### src/rtl/pwm_tail_pkg.sv
package pwm_tail_pkg;

    typedef enum logic [1:0] {
        ST_OFF  = 2'd0,
        ST_LOW  = 2'd1,
        ST_HIGH = 2'd2
    } pwm_state_e;

endpackage

### src/rtl/pwm_tail_cnt.sv
module pwm_tail_cnt #(
    parameter int W = 16
) (
    input  logic         clk,
    input  logic         rst_n,
    input  logic         run_en,
    input  logic         load_wr,
    input  logic [W-1:0] load_data,
    input  logic         at_limit,
    output logic [W-1:0] count_q,
    output logic [W-1:0] limit_q
);

    localparam logic [W-1:0] ZERO = '0;
    localparam logic [W-1:0] ONE  = W'(1);

    // The limit register changes only on a write strobe.
    always_ff @(posedge clk or negedge rst_n) begin
        if (!rst_n) begin
            limit_q <= ZERO;
        end else if (load_wr) begin
            limit_q <= load_data;
        end
    end

    // The counter restarts on a write, wraps at the limit and advances only while running.
    always_ff @(posedge clk or negedge rst_n) begin
        if (!rst_n) begin
            count_q <= ZERO;
        end else if (load_wr) begin
            count_q <= ZERO;
        end else if (run_en) begin
            if (at_limit) begin
                count_q <= ZERO;
            end else begin
                count_q <= count_q + ONE;
            end
        end
    end

endmodule

### src/rtl/pwm_tail_match.sv
module pwm_tail_match #(
    parameter int W = 16
) (
    input  logic [W-1:0] count_q,
    input  logic [W-1:0] limit_q,
    input  logic [W-1:0] cmp_val,
    output logic         at_limit,
    output logic         at_cmp
);

    // Equality detectors shared by the counter and the state machine.
    always_comb begin
        at_limit = (count_q == limit_q);
        at_cmp   = (count_q == cmp_val);
    end

endmodule

### src/rtl/pwm_tail_fsm.sv
module pwm_tail_fsm
    import pwm_tail_pkg::*;
(
    input  logic clk,
    input  logic rst_n,
    input  logic pwm_en,
    input  logic run_en,
    input  logic load_wr,
    input  logic at_limit,
    input  logic at_cmp,
    output logic pwm_q
);

    pwm_state_e state_q;
    pwm_state_e state_d;

    // Next-state logic. T_DISABLE has priority over T_RELOAD, and T_WRAP over T_MATCH.
    always_comb begin
        state_d = state_q;
        if (!pwm_en) begin
            state_d = ST_OFF;                     // T_DISABLE
        end else if (load_wr) begin
            state_d = ST_LOW;                     // T_RELOAD
        end else begin
            unique case (state_q)
                ST_OFF: begin
                    if (run_en && at_cmp && !at_limit) begin
                        state_d = ST_HIGH;        // T_MATCH
                    end else begin
                        state_d = ST_LOW;         // T_ENABLE
                    end
                end
                ST_LOW: begin
                    if (run_en && at_cmp && !at_limit) begin
                        state_d = ST_HIGH;        // T_MATCH
                    end
                end
                ST_HIGH: begin
                    if (run_en && at_limit) begin
                        state_d = ST_LOW;         // T_WRAP
                    end
                end
                default: state_d = ST_OFF;
            endcase
        end
    end

    // State register.
    always_ff @(posedge clk or negedge rst_n) begin
        if (!rst_n) begin
            state_q <= ST_OFF;
        end else begin
            state_q <= state_d;
        end
    end

    // Registered output: it follows the state chosen at the same edge, so it is glitch-free.
    always_ff @(posedge clk or negedge rst_n) begin
        if (!rst_n) begin
            pwm_q <= 1'b0;
        end else begin
            pwm_q <= (state_d == ST_HIGH);
        end
    end

endmodule

### src/rtl/pwm_tail_gen.sv
module pwm_tail_gen #(
    parameter int W = 16
) (
    input  logic         clk,
    input  logic         rst_n,
    input  logic         run_en,
    input  logic         pwm_en,
    input  logic         load_wr,
    input  logic [W-1:0] load_data,
    input  logic [W-1:0] cmp_val,
    output logic [W-1:0] count,
    output logic         pwm_out
);

    logic [W-1:0] count_q;
    logic [W-1:0] limit_q;
    logic         at_limit;
    logic         at_cmp;
    logic         pwm_q;

    pwm_tail_cnt #(.W(W)) u_cnt (
        .clk       (clk),
        .rst_n     (rst_n),
        .run_en    (run_en),
        .load_wr   (load_wr),
        .load_data (load_data),
        .at_limit  (at_limit),
        .count_q   (count_q),
        .limit_q   (limit_q)
    );

    pwm_tail_match #(.W(W)) u_match (
        .count_q  (count_q),
        .limit_q  (limit_q),
        .cmp_val  (cmp_val),
        .at_limit (at_limit),
        .at_cmp   (at_cmp)
    );

    pwm_tail_fsm u_fsm (
        .clk      (clk),
        .rst_n    (rst_n),
        .pwm_en   (pwm_en),
        .run_en   (run_en),
        .load_wr  (load_wr),
        .at_limit (at_limit),
        .at_cmp   (at_cmp),
        .pwm_q    (pwm_q)
    );

    assign count   = count_q;
    assign pwm_out = pwm_q;

endmodule

### config.mk
export PLATFORM = sky130hd
export DESIGN_NAME = pwm_tail_gen
export DESIGN_NICKNAME = d
export VERILOG_FILES = /design/src/rtl/pwm_tail_pkg.sv /design/src/rtl/pwm_tail_cnt.sv /design/src/rtl/pwm_tail_match.sv /design/src/rtl/pwm_tail_fsm.sv /design/src/rtl/pwm_tail_gen.sv
export SDC_FILE = /design/constraint.sdc
export NUM_CORES = 1
export LEC_CHECK = 0
export BUFFER_PORTS_ARGS = -buffer_cell sky130_fd_sc_hd__clkbuf_2
export CORE_MARGIN = 2
export CORE_UTILIZATION = 56
export CTS_CLUSTER_DIAMETER = 100
export DETAILED_ROUTE_END_ITERATION = 8
export GPL_ROUTABILITY_DRIVEN = 0
export PLACE_DENSITY = 0.94
export SLEW_MARGIN = 30
export SYNTH_ARGS = -nofsm -noshare
export SYNTH_HDL_FRONTEND = slang
export SYNTH_SLANG_ARGS = --single-unit
### constraint.sdc
create_clock -name clk -period 3.34 [get_ports clk]
set_input_delay 0 -clock clk [delete_from_list [all_inputs] [get_ports clk]]
set_output_delay 0 -clock clk [all_outputs]
set_load 0.005 [all_outputs]
==> impl_metrics.csv, run 1 <==
group,metric,value,unit
clock_tree,post-cts-setup-buffers,0,
cells_and_area,mostFrequentLayoutCells,"clkbuf_2, dfrtp_1, xor2_1",
run_status,run_status,"complete, no violations",
floorplanning,start_util,0.5965,
timing,fin_hold_ws,0.03498,ns
floorplanning,core,3390,um2
synth,syn_nets,221,
setup_path,startpoint_type,"flip-flop",
routing,first_pass_iters,4,
worst_hold_path,min_path_type,"input port to flip-flop",
setup_path,crit_path_max_fanout,12,
timing,fmax,453.5,MHz
timing,hold_viol_final,0,
floorplanning,fp-row-count,21,
synth,avgSynthCellArea,11.05,um2
synth,ys_ff_latch,35,
clock_tree,clk_latency,0.35,ns
global_route,grtUsageTotal,0.2438,
timing,worst_clock_skew,0.01638,ns
timing,rsz0062_at_grt,"false",
cells_and_area,drive_above_1_share,0.3455,
routing,post_drt_wl_per_cell,15.64,um
synth,async_reset_ff_frac,1.000,
floorplanning,design.die.area,4108,um2
global_route,grt_max_degree,36,
placed_design,dp_hpwl,3139,um
clock_tree,cts_tree,"yes",
synth,yosys_warnings,0,
routing,wirelength,4566,um
setup_path,r2r_end,"u_fsm.state_q[0]",
timing,worst_pin_slew,0.8365,ns
routing,vias_per_cell,5.558,
setup_path,cp.required,3.59,ns
placed_design,numPortBuffers,53,
timing,setup-tns-final,0,ns
setup_path,crit_type,"flip-flop to flip-flop",
cells_and_area,fin_nets,283,
timing,setup-violations-final,0,
placed_design,place_ws,0.9930,ns
cells_and_area,diodes,0,
clock_tree,clk_pin_slew_worst_paths,0.11,ns
synth,synthFlopType,"dfrtp_1",
synth,synth_edf_count,0,
clock_tree,clk_path_buf_depth,2,
floorplanning,fp.dieH,64.09,um
synth,postSynthCellCount,183,
cells_and_area,fin_util,0.7261,
routing,drcViolationCount,0,
timing,maxSlewHeadroom,0.4423,
synth,syn-cell-area,2022,um2
setup_path,r2r_cells,5,
floorplanning,pin_count,54,
setup_path,crit_end,"u_fsm.state_q[0]",
clock_tree,cts_sinks,35,
power,p_leak,1.156,nW
routing,num_vias,1623,
routing,drt_iter0_markers,76,
global_route,grt_pass1_wl,7610,um
setup_path,cp_cell_sequence,"xnor2_1 -> nand4_1 -> nor4_4 -> o32ai_1 -> a21boi_0",
clock_tree,cts_repair_resize_count,0,
setup_path,cp_slowest_cell,"nor4_4",
cells_and_area,final_common_cell,"clkbuf_2",
timing,maxSlewViolCount,0,
cells_and_area,area_growth,21.72,%
setup_path,crit_path_start,"u_cnt.count_q[10]",
synth,synth_seq_area_share,0.4332,
power,power.density,330.3,nW/um2
global_route,antenna_found_initial,0,
setup_path,arrival,2.45,ns
floorplanning,fp.dieW,64.09,um
setup_path,cp-end-kind,"flip-flop",
global_route,grt_pass1_vias,1594,
synth,yosysUniqueCellTypes,42,
timing,fin_crit_sh,0.6602,
power,max-vdd-ir-drop,268.0,uV
timing,worst_slack,1.135,ns
clock_tree,root_buffer,"clkbuf_4",
setup_path,worstReg2RegStart,"u_cnt.count_q[10]",
global_route,overflow,0,
setup_path,rrSetupSlack,1.13,ns
timing,min_period,2.205,ns
clock_tree,numCtsBuffers,5,
clock_tree,htree_levels,2,
job,drv_cap,0,
routing,ant_nets,0,
setup_path,cp_slowest_stage_delay,0.65,ns
## final cells by class
class / count / area, um2
clock buffers: 7 / 45.04
fillers: 230 / 928.4
repair buffers: 71 / 445.4
clock inverters: 1 / 5.005
multi-input cells: 130 / 1025
flip-flops and latches: 35 / 875.8
well taps: 46 / 57.56
inverters: 2 / 7.507
## logic make-up (layout without fill, tap and decap cells)
kind of cell	count (synthesis)	after routing	share of synthesized area
AO/OA/AOI/OAI	17	17	0.06746
AND/OR/NAND/NOR	54	54	0.1467
buffers and inverters	18	81	0.06435
flip-flops	35	35	0.4332
multiplexers	16	16	0.08911
XOR/XNOR	42	42	0.1931
adder cells (fa/ha/maj)	1	1	0.006187
## sequential cells by signal, indices dropped and copies added, names as in the netlist
register,count
u_cnt.count_q,16
u_cnt.limit_q,16
u_fsm.pwm_q,1
u_fsm.state_q,2
## repair_timing
action                                  4_1_cts  5_1_grt
hold buffers                                 18        0
hold endpoints to repair                     54        0
endpoints found under the setup margin        0        0
## synthesized netlist by cell type, types with 2 or more instances
| library cell | count | area (um2) |
|---|---|---|
| buf_2 | 5 | 25.02 |
| buf_4 | 3 | 22.52 |
| buf_6 | 6 | 67.56 |
| dfrtp_1 | 35 | 875.8 |
| inv_1 | 2 | 7.510 |
| mux2_2 | 16 | 180.2 |
| nand2_1 | 9 | 33.78 |
| nand3_1 | 2 | 10.01 |
| nand4_1 | 11 | 68.82 |
| nor2_1 | 12 | 45.04 |
| nor3_1 | 3 | 15.01 |
| nor4_1 | 6 | 37.54 |
| o211a_1 | 2 | 20.02 |
| o21ai_0 | 2 | 10.01 |
| o31ai_1 | 3 | 22.52 |
| xnor2_1 | 14 | 122.6 |
| xnor2_2 | 3 | 48.80 |
| xor2_1 | 25 | 219.0 |
## worst min path at each step
| stage | startpoint | endpoint | slack (ns) | cells past startpoint |
|---|---|---|---|---|
| after floorplan | rst_n | u_cnt.count_q[0] | -0.30 | 0 |
| after global placement | rst_n | u_cnt.count_q[15] | 0.13 | 1 |
| after detailed placement | rst_n | u_cnt.count_q[13] | 0.14 | 1 |
| after CTS | run_en | u_fsm.state_q[0] | 0.02 | 3 |
| after global routing | run_en | u_fsm.state_q[0] | 0.06 | 3 |
| final | run_en | u_fsm.state_q[0] | 0.03 | 3 |
## worst max-delay path: cells and delay by family, from the launching register on
kind             cells  cell delay [ns]
flip-flops           1             0.50
XOR/XNOR             1             0.28
AO/OA/AOI/OAI        2             0.48
AND/OR/NAND/NOR      2             0.86
## through the flow
stage	area, um2	std cells	power [mW]
6_report	2461	292	0.8129
3_5_place_dp	2222	266	0.5820
3_3_place_gp	2222	266	0.5780
5_1_grt	2461	292	0.8528
2_1_floorplan	2022	183	0.5393
4_1_cts	2452	292	0.8175
## metal layers
| metal | routed length, um | vias to the layer above | track usage |
|---|---|---|---|
| met5 | 0 | - | 0 |
| met2 | 2183 | 70 | 0.3997 |
| met4 | 114 | 0 | 0.1064 |
| met3 | 337 | 14 | 0.06338 |
| met1 | 1930 | 778 | 0.3046 |
| li1 | - | 761 | - |
## power breakdown
part           total [mW]  switching, mW  internal, mW
clock               0.220          0.138        0.0820
sequential          0.469         0.0231         0.446
combinational       0.125         0.0509        0.0736
Power figures use the tool's default switching activity.
==> run 2, diff against run 1 <==
Settings changed: CORE_UTILIZATION 56 to 52, PLACE_DENSITY 0.94 to 0.89.
Clock period 3.34 ns to 2.1 ns, I/O delays scaled along.
==> run 2 against run 1 <==
Register-to-register slack got worse by 0.98 ns. Routed wire length increased by 2.1%. Sequential share of layout area is 0.97 points lower. Largest cell class unchanged. Clock power grew 140%. Final area is 3.1% higher.
==> impl_metrics.csv, run 2 (synthesis results as in run 1) <==
group,metric,value,unit
timing,hold_viol_final,0,
routing,ant_nets,0,
clock_tree,cts_sinks,35,
routing,drt_iter0_markers,116,
placed_design,post-place-cells,269,
timing,setup-tns-final,0,ns
timing,maxSlewViolCount,0,
power,total_power,1.481,mW
power,p_leak,1.189,nW
global_route,grt_pass1_wl,7514,um
cells_and_area,area_growth,25.49,%
timing,setup-violations-final,0,
worst_hold_path,min_path_type,"input port to flip-flop",
timing,maxSlewHeadroom,0.4302,
routing,drcViolationCount,0,
routing,num_vias,1680,
placed_design,numPortBuffers,53,
routing,wirelength,4663,um
floorplanning,design.die.area,4403,um2
global_route,antenna_found_initial,0,
cells_and_area,instances_no_fill,296,
timing,fin_crit_sh,0.9250,
clock_tree,root_buffer,"clkbuf_8",
floorplanning,fp.dieW,66.36,um
job,drv_cap,0,
timing,fmax,514.8,MHz
clock_tree,clk_latency,0.29,ns
cells_and_area,drive_above_1_share,0.3669,
routing,first_pass_iters,4,
power,power.density,583.8,nW/um2
global_route,overflow,0,
cells_and_area,mostFrequentLayoutCells,"clkbuf_2, dfrtp_1, xor2_1",
clock_tree,htree_levels,2,
floorplanning,start_util,0.5482,
clock_tree,cts_tree,"yes",
floorplanning,fp.dieH,66.36,um
clock_tree,numCtsBuffers,5,
timing,rsz0062_at_grt,"false",
power,max-vdd-ir-drop,526.4,uV
timing,fin_hold_ws,0.1030,ns
setup_path,arrival,2.18,ns
cells_and_area,fin_nets,285,
cells_and_area,final_common_cell,"clkbuf_2",
routing,post_drt_wl_per_cell,15.75,um
setup_path,crit_type,"flip-flop to flip-flop",
setup_path,cp-end-kind,"flip-flop",
placed_design,dp_hpwl,3280,um
cells_and_area,largest_registers,"u_cnt.count_q: 16 flops, u_cnt.limit_q: 16 flops, u_fsm.state_q: 2 flops",
clock_tree,clk_path_buf_depth,2,
global_route,grtUsageTotal,0.2339,
cells_and_area,diodes,0,
setup_path,cp.required,2.33,ns
global_route,grt_max_degree,36,
setup_path,crit_path_max_fanout,7,
floorplanning,fp-row-count,22,
floorplanning,core,3689,um2
timing,worst_pin_slew,0.8547,ns
run_status,run_status,"complete, no violations",
clock_tree,clk_pin_slew_worst_paths,0.07,ns
timing,worst_clock_skew,0.007408,ns
timing,min_period,1.943,ns
global_route,grt_pass1_vias,1633,
routing,vias_per_cell,5.676,
floorplanning,pin_count,54,
setup_path,startpoint_type,"flip-flop",
-- run 2: path summary, 6_finish.rpt --
| kind | from | end | slack, ns | cells after the start |
|---|---|---|---|---|
| max reg2reg | u_cnt.count_q[1] | u_cnt.count_q[14] | 0.16 | 6 |
| max in group asynchronous | rst_n | u_cnt.count_q[0] | 1.17 | 2 |
| min in group asynchronous | rst_n | u_cnt.limit_q[2] | 0.35 | 2 |
| min | run_en | u_fsm.state_q[0] | 0.10 | 3 |
| max | u_cnt.count_q[1] | u_cnt.count_q[14] | 0.16 | 6 |
| min reg2reg | u_cnt.limit_q[1] | u_cnt.limit_q[1] | 0.53 | 1 |
-- run 2: final cells by class --
class | instances | area [um2]
tap | 48 | 60.06
multi-input combinational | 130 | 1031
timing repair buffer | 73 | 460.4
inverter | 2 | 7.507
sequential | 35 | 878.3
fill | 281 | 1151
clock buffer | 8 | 100.1
-- run 2: stage by stage --
step	worst slack, ns	instance area, um2	util
finish	0.1575	2537	0.6879
global placement	0.1156	2232	0.6052
floorplan	0.3298	2022	-
global route	0.003818	2537	0.6879
CTS	0.06602	2519	0.6828
detailed placement	0.04245	2232	0.6052
-- run 2: critical path, cell delays in order, from the launching register on --
cell and delay, ns:
dfrtp_2 0.48, ha_1 0.22, nand4_1 0.24, nor4_4 0.37, and3_1 0.22, nor4b_1 0.24
a21o_1 0.11
-- run 2: repair_timing --
action	4_1_cts	5_1_grt
gates cloned	0	0
endpoints found under the setup margin	1	1
hold buffers	18	0
hold endpoints to repair	54	0
setup buffers	0	1
resized for setup	1	3
-- run 2: report_power, final --
part	internal, mW	total (mW)	leakage [nW]	switching [mW]
logic	0.117	0.197	0.692	0.0798
registers	0.710	0.746	0.446	0.0360
clock network	0.299	0.538	0.0515	0.239
total	1.13	1.48	1.19	0.355
-- run 2: layer usage --
| metal | vias up | track usage | share of wire |
|---|---|---|---|
| met1 | 815 | 0.2931 | 0.41 |
| met3 | 6 | 0.05963 | 0.091 |
| met5 | - | 0 | 0 |
| met4 | 0 | 0.06122 | 0.011 |
| met2 | 83 | 0.4000 | 0.49 |
| li1 | 776 | - | - |
==> run 3, diff against run 2 <==
Settings changed: CAP_MARGIN from default to 0, CORE_ASPECT_RATIO from default to 1.2, CTS_CLUSTER_DIAMETER 100 to 150.
==> run 3 against run 2 <==
Final cell count increased by 1.0%. Sequential share of layout area about the same. Routed wire length increased by 1.8%. Flip-flop and latch count unchanged. Via count decreased by 3.2%. Power decreased by 5.5%. Die area about the same. Maximum frequency increased by 0.96%. Worst hold slack got worse by 0.064 ns. Clock power decreased by 16%. Highest routed layer unchanged.
==> impl_metrics.csv, run 3 (synthesis results as in run 1) <==
group,metric,value,unit
routing,drcViolationCount,0,
power,max-vdd-ir-drop,453.2,uV
floorplanning,design.die.area,4405,um2
worst_hold_path,min_to,"u_fsm.state_q[0]",
routing,drt_iter0_markers,49,
setup_path,startpoint_type,"flip-flop",
cells_and_area,fin_nets,286,
setup_path,cp_slowest_cell,"dfrtp_1",
routing,num_vias,1627,
timing,setup-tns-final,0,ns
placed_design,place_ws,0.03859,ns
setup_path,cp_slowest_stage_delay,0.48,ns
global_route,grtUsageTotal,0.2459,
setup_path,worstReg2RegStart,"u_cnt.count_q[6]",
cells_and_area,diodes,0,
timing,worst_slack,0.1760,ns
clock_tree,clk_pin_slew_worst_paths,0.07,ns
routing,first_pass_iters,4,
global_route,antenna_found_initial,0,
cells_and_area,final.fill_count,276,
floorplanning,fp-row-count,24,
timing,worst_clock_skew,0.01003,ns
clock_tree,clk_latency,0.30,ns
global_route,grt_pass1_vias,1666,
cells_and_area,area_growth,25.43,%
cells_and_area,final_common_cell,"clkbuf_2",
placed_design,dp_hpwl,3245,um
placed_design,placed_cell_area,2252,um2
placed_design,numPortBuffers,53,
placed_design,post-place-cells,275,
worst_hold_path,min_from,"run_en",
power,total_power,1.399,mW
cells_and_area,multi_input_area,1045,um2
power,power.density,551.7,nW/um2
setup_path,arrival,2.11,ns
cells_and_area,final_area,2536,um2
floorplanning,start_util,0.5474,
floorplanning,pin_count,54,
setup_path,crit_path_max_fanout,12,
timing,min_period,1.924,ns
timing,setup-violations-final,0,
cells_and_area,mostFrequentLayoutCells,"clkbuf_2, dfrtp_1, xor2_1",
clock_tree,cts_tree,"yes",
routing,vias_per_cell,5.441,
floorplanning,fp.dieH,72.31,um
timing,maxSlewViolCount,0,
timing,rsz0062_at_grt,"false",
clock_tree,cts_sinks,35,
timing,fmax,519.7,MHz
job,drv_cap,0,
worst_hold_path,min_path_type,"input port to flip-flop",
routing,post_drt_wl_per_cell,15.88,um
clock_tree,numCtsBuffers,5,
cells_and_area,fin_util,0.6867,
setup_path,cp_cell_sequence,"xnor2_1 -> nand4_1 -> nor4_2 -> buf_4 -> nor2_2 -> a221o_1",
cells_and_area,largest_registers,"u_cnt.count_q: 16 flops, u_cnt.limit_q: 16 flops, u_fsm.state_q: 2 flops",
setup_path,cp-end-kind,"flip-flop",
setup_path,crit_type,"flip-flop to flip-flop",
clock_tree,root_buffer,"clkbuf_8",
timing,fin_crit_sh,0.9162,
cells_and_area,drive_above_1_share,0.3725,
routing,wirelength,4748,um
timing,hold_viol_final,0,
global_route,grt_pass1_wl,7672,um
clock_tree,clk_path_buf_depth,2,
routing,ant_nets,0,
timing,worst_pin_slew,0.8428,ns
setup_path,r2r_end,"u_cnt.count_q[10]",
global_route,overflow,0,
cells_and_area,instances_no_fill,299,
worst_hold_path,whs_path_depth,3,
global_route,grt_max_degree,36,
timing,fin_hold_ws,0.03902,ns
setup_path,path_buf_inv,1,
cells_and_area,seqCellArea,878.3,um2
setup_path,cp.required,2.28,ns
floorplanning,fp.dieW,60.93,um
setup_path,rrSetupSlack,0.18,ns
timing,maxSlewHeadroom,0.4382,
setup_path,critical-path-top-delay-family,"simple AND/OR/NAND/NOR gates",
setup_path,r2r_cells,6,
run_status,run_status,"complete, no violations",
power,p_leak,1.184,nW
floorplanning,core,3694,um2
clock_tree,htree_levels,2,
-- run 3: cell count changes in the layout (fill, tap and decap cells not counted), sizes merged --
cell    before  now
clkbuf      61   59
buf          2    3
-- run 3: what timing repair did --
action | CTS | global route
buffers inserted | 0 | 0
endpoints found under the hold margin | 54 | 0
endpoints found under the setup margin | 1 | 2
gates resized for setup | 1 | 5
hold buffers | 18 | 0
-- run 3: power breakdown --
part,switching [mW],internal [mW],leakage (nW)
clock,0.231,0.221,0.0371
combinational,0.0832,0.119,0.701
sequential,0.0358,0.711,0.446
-- run 3: layout make-up --
class	instances	share of cell area
timing repair buffer	74	0.1845
sequential	35	0.3463
inverter	2	0.002960
multi-input combinational	130	0.4119
tap	52	0.02565
clock buffer	6	0.02861
-- run 3: how the worst max path moves through the flow --
stage	from	endpoint	slack, ns	depth (start not counted)
after global placement	u_cnt.count_q[0]	u_cnt.count_q[14]	0.25	6
after detailed placement	u_cnt.count_q[1]	u_cnt.count_q[14]	0.04	6
after floorplan	u_cnt.count_q[0]	u_cnt.count_q[10]	0.33	7
after CTS	u_cnt.count_q[1]	u_cnt.count_q[14]	0.07	6
after global routing	u_cnt.count_q[0]	u_cnt.count_q[14]	0.03	6
final	u_cnt.count_q[6]	u_cnt.count_q[10]	0.18	6
-- run 3: routing by layer --
| metal | vias to the layer above | track usage | part of all wire |
|---|---|---|---|
| li1 | 766 | - | - |
| met1 | 767 | 0.3019 | 0.40 |
| met2 | 76 | 0.3859 | 0.49 |
| met3 | 18 | 0.05169 | 0.061 |
| met4 | 0 | 0.1570 | 0.046 |
| met5 | - | 0 | 0 |
-- run 3: tightest hold or removal path: stages --
cell and delay (ns):
clkbuf_2 0.12, nand4b_1 0.10, a21boi_0 0.07
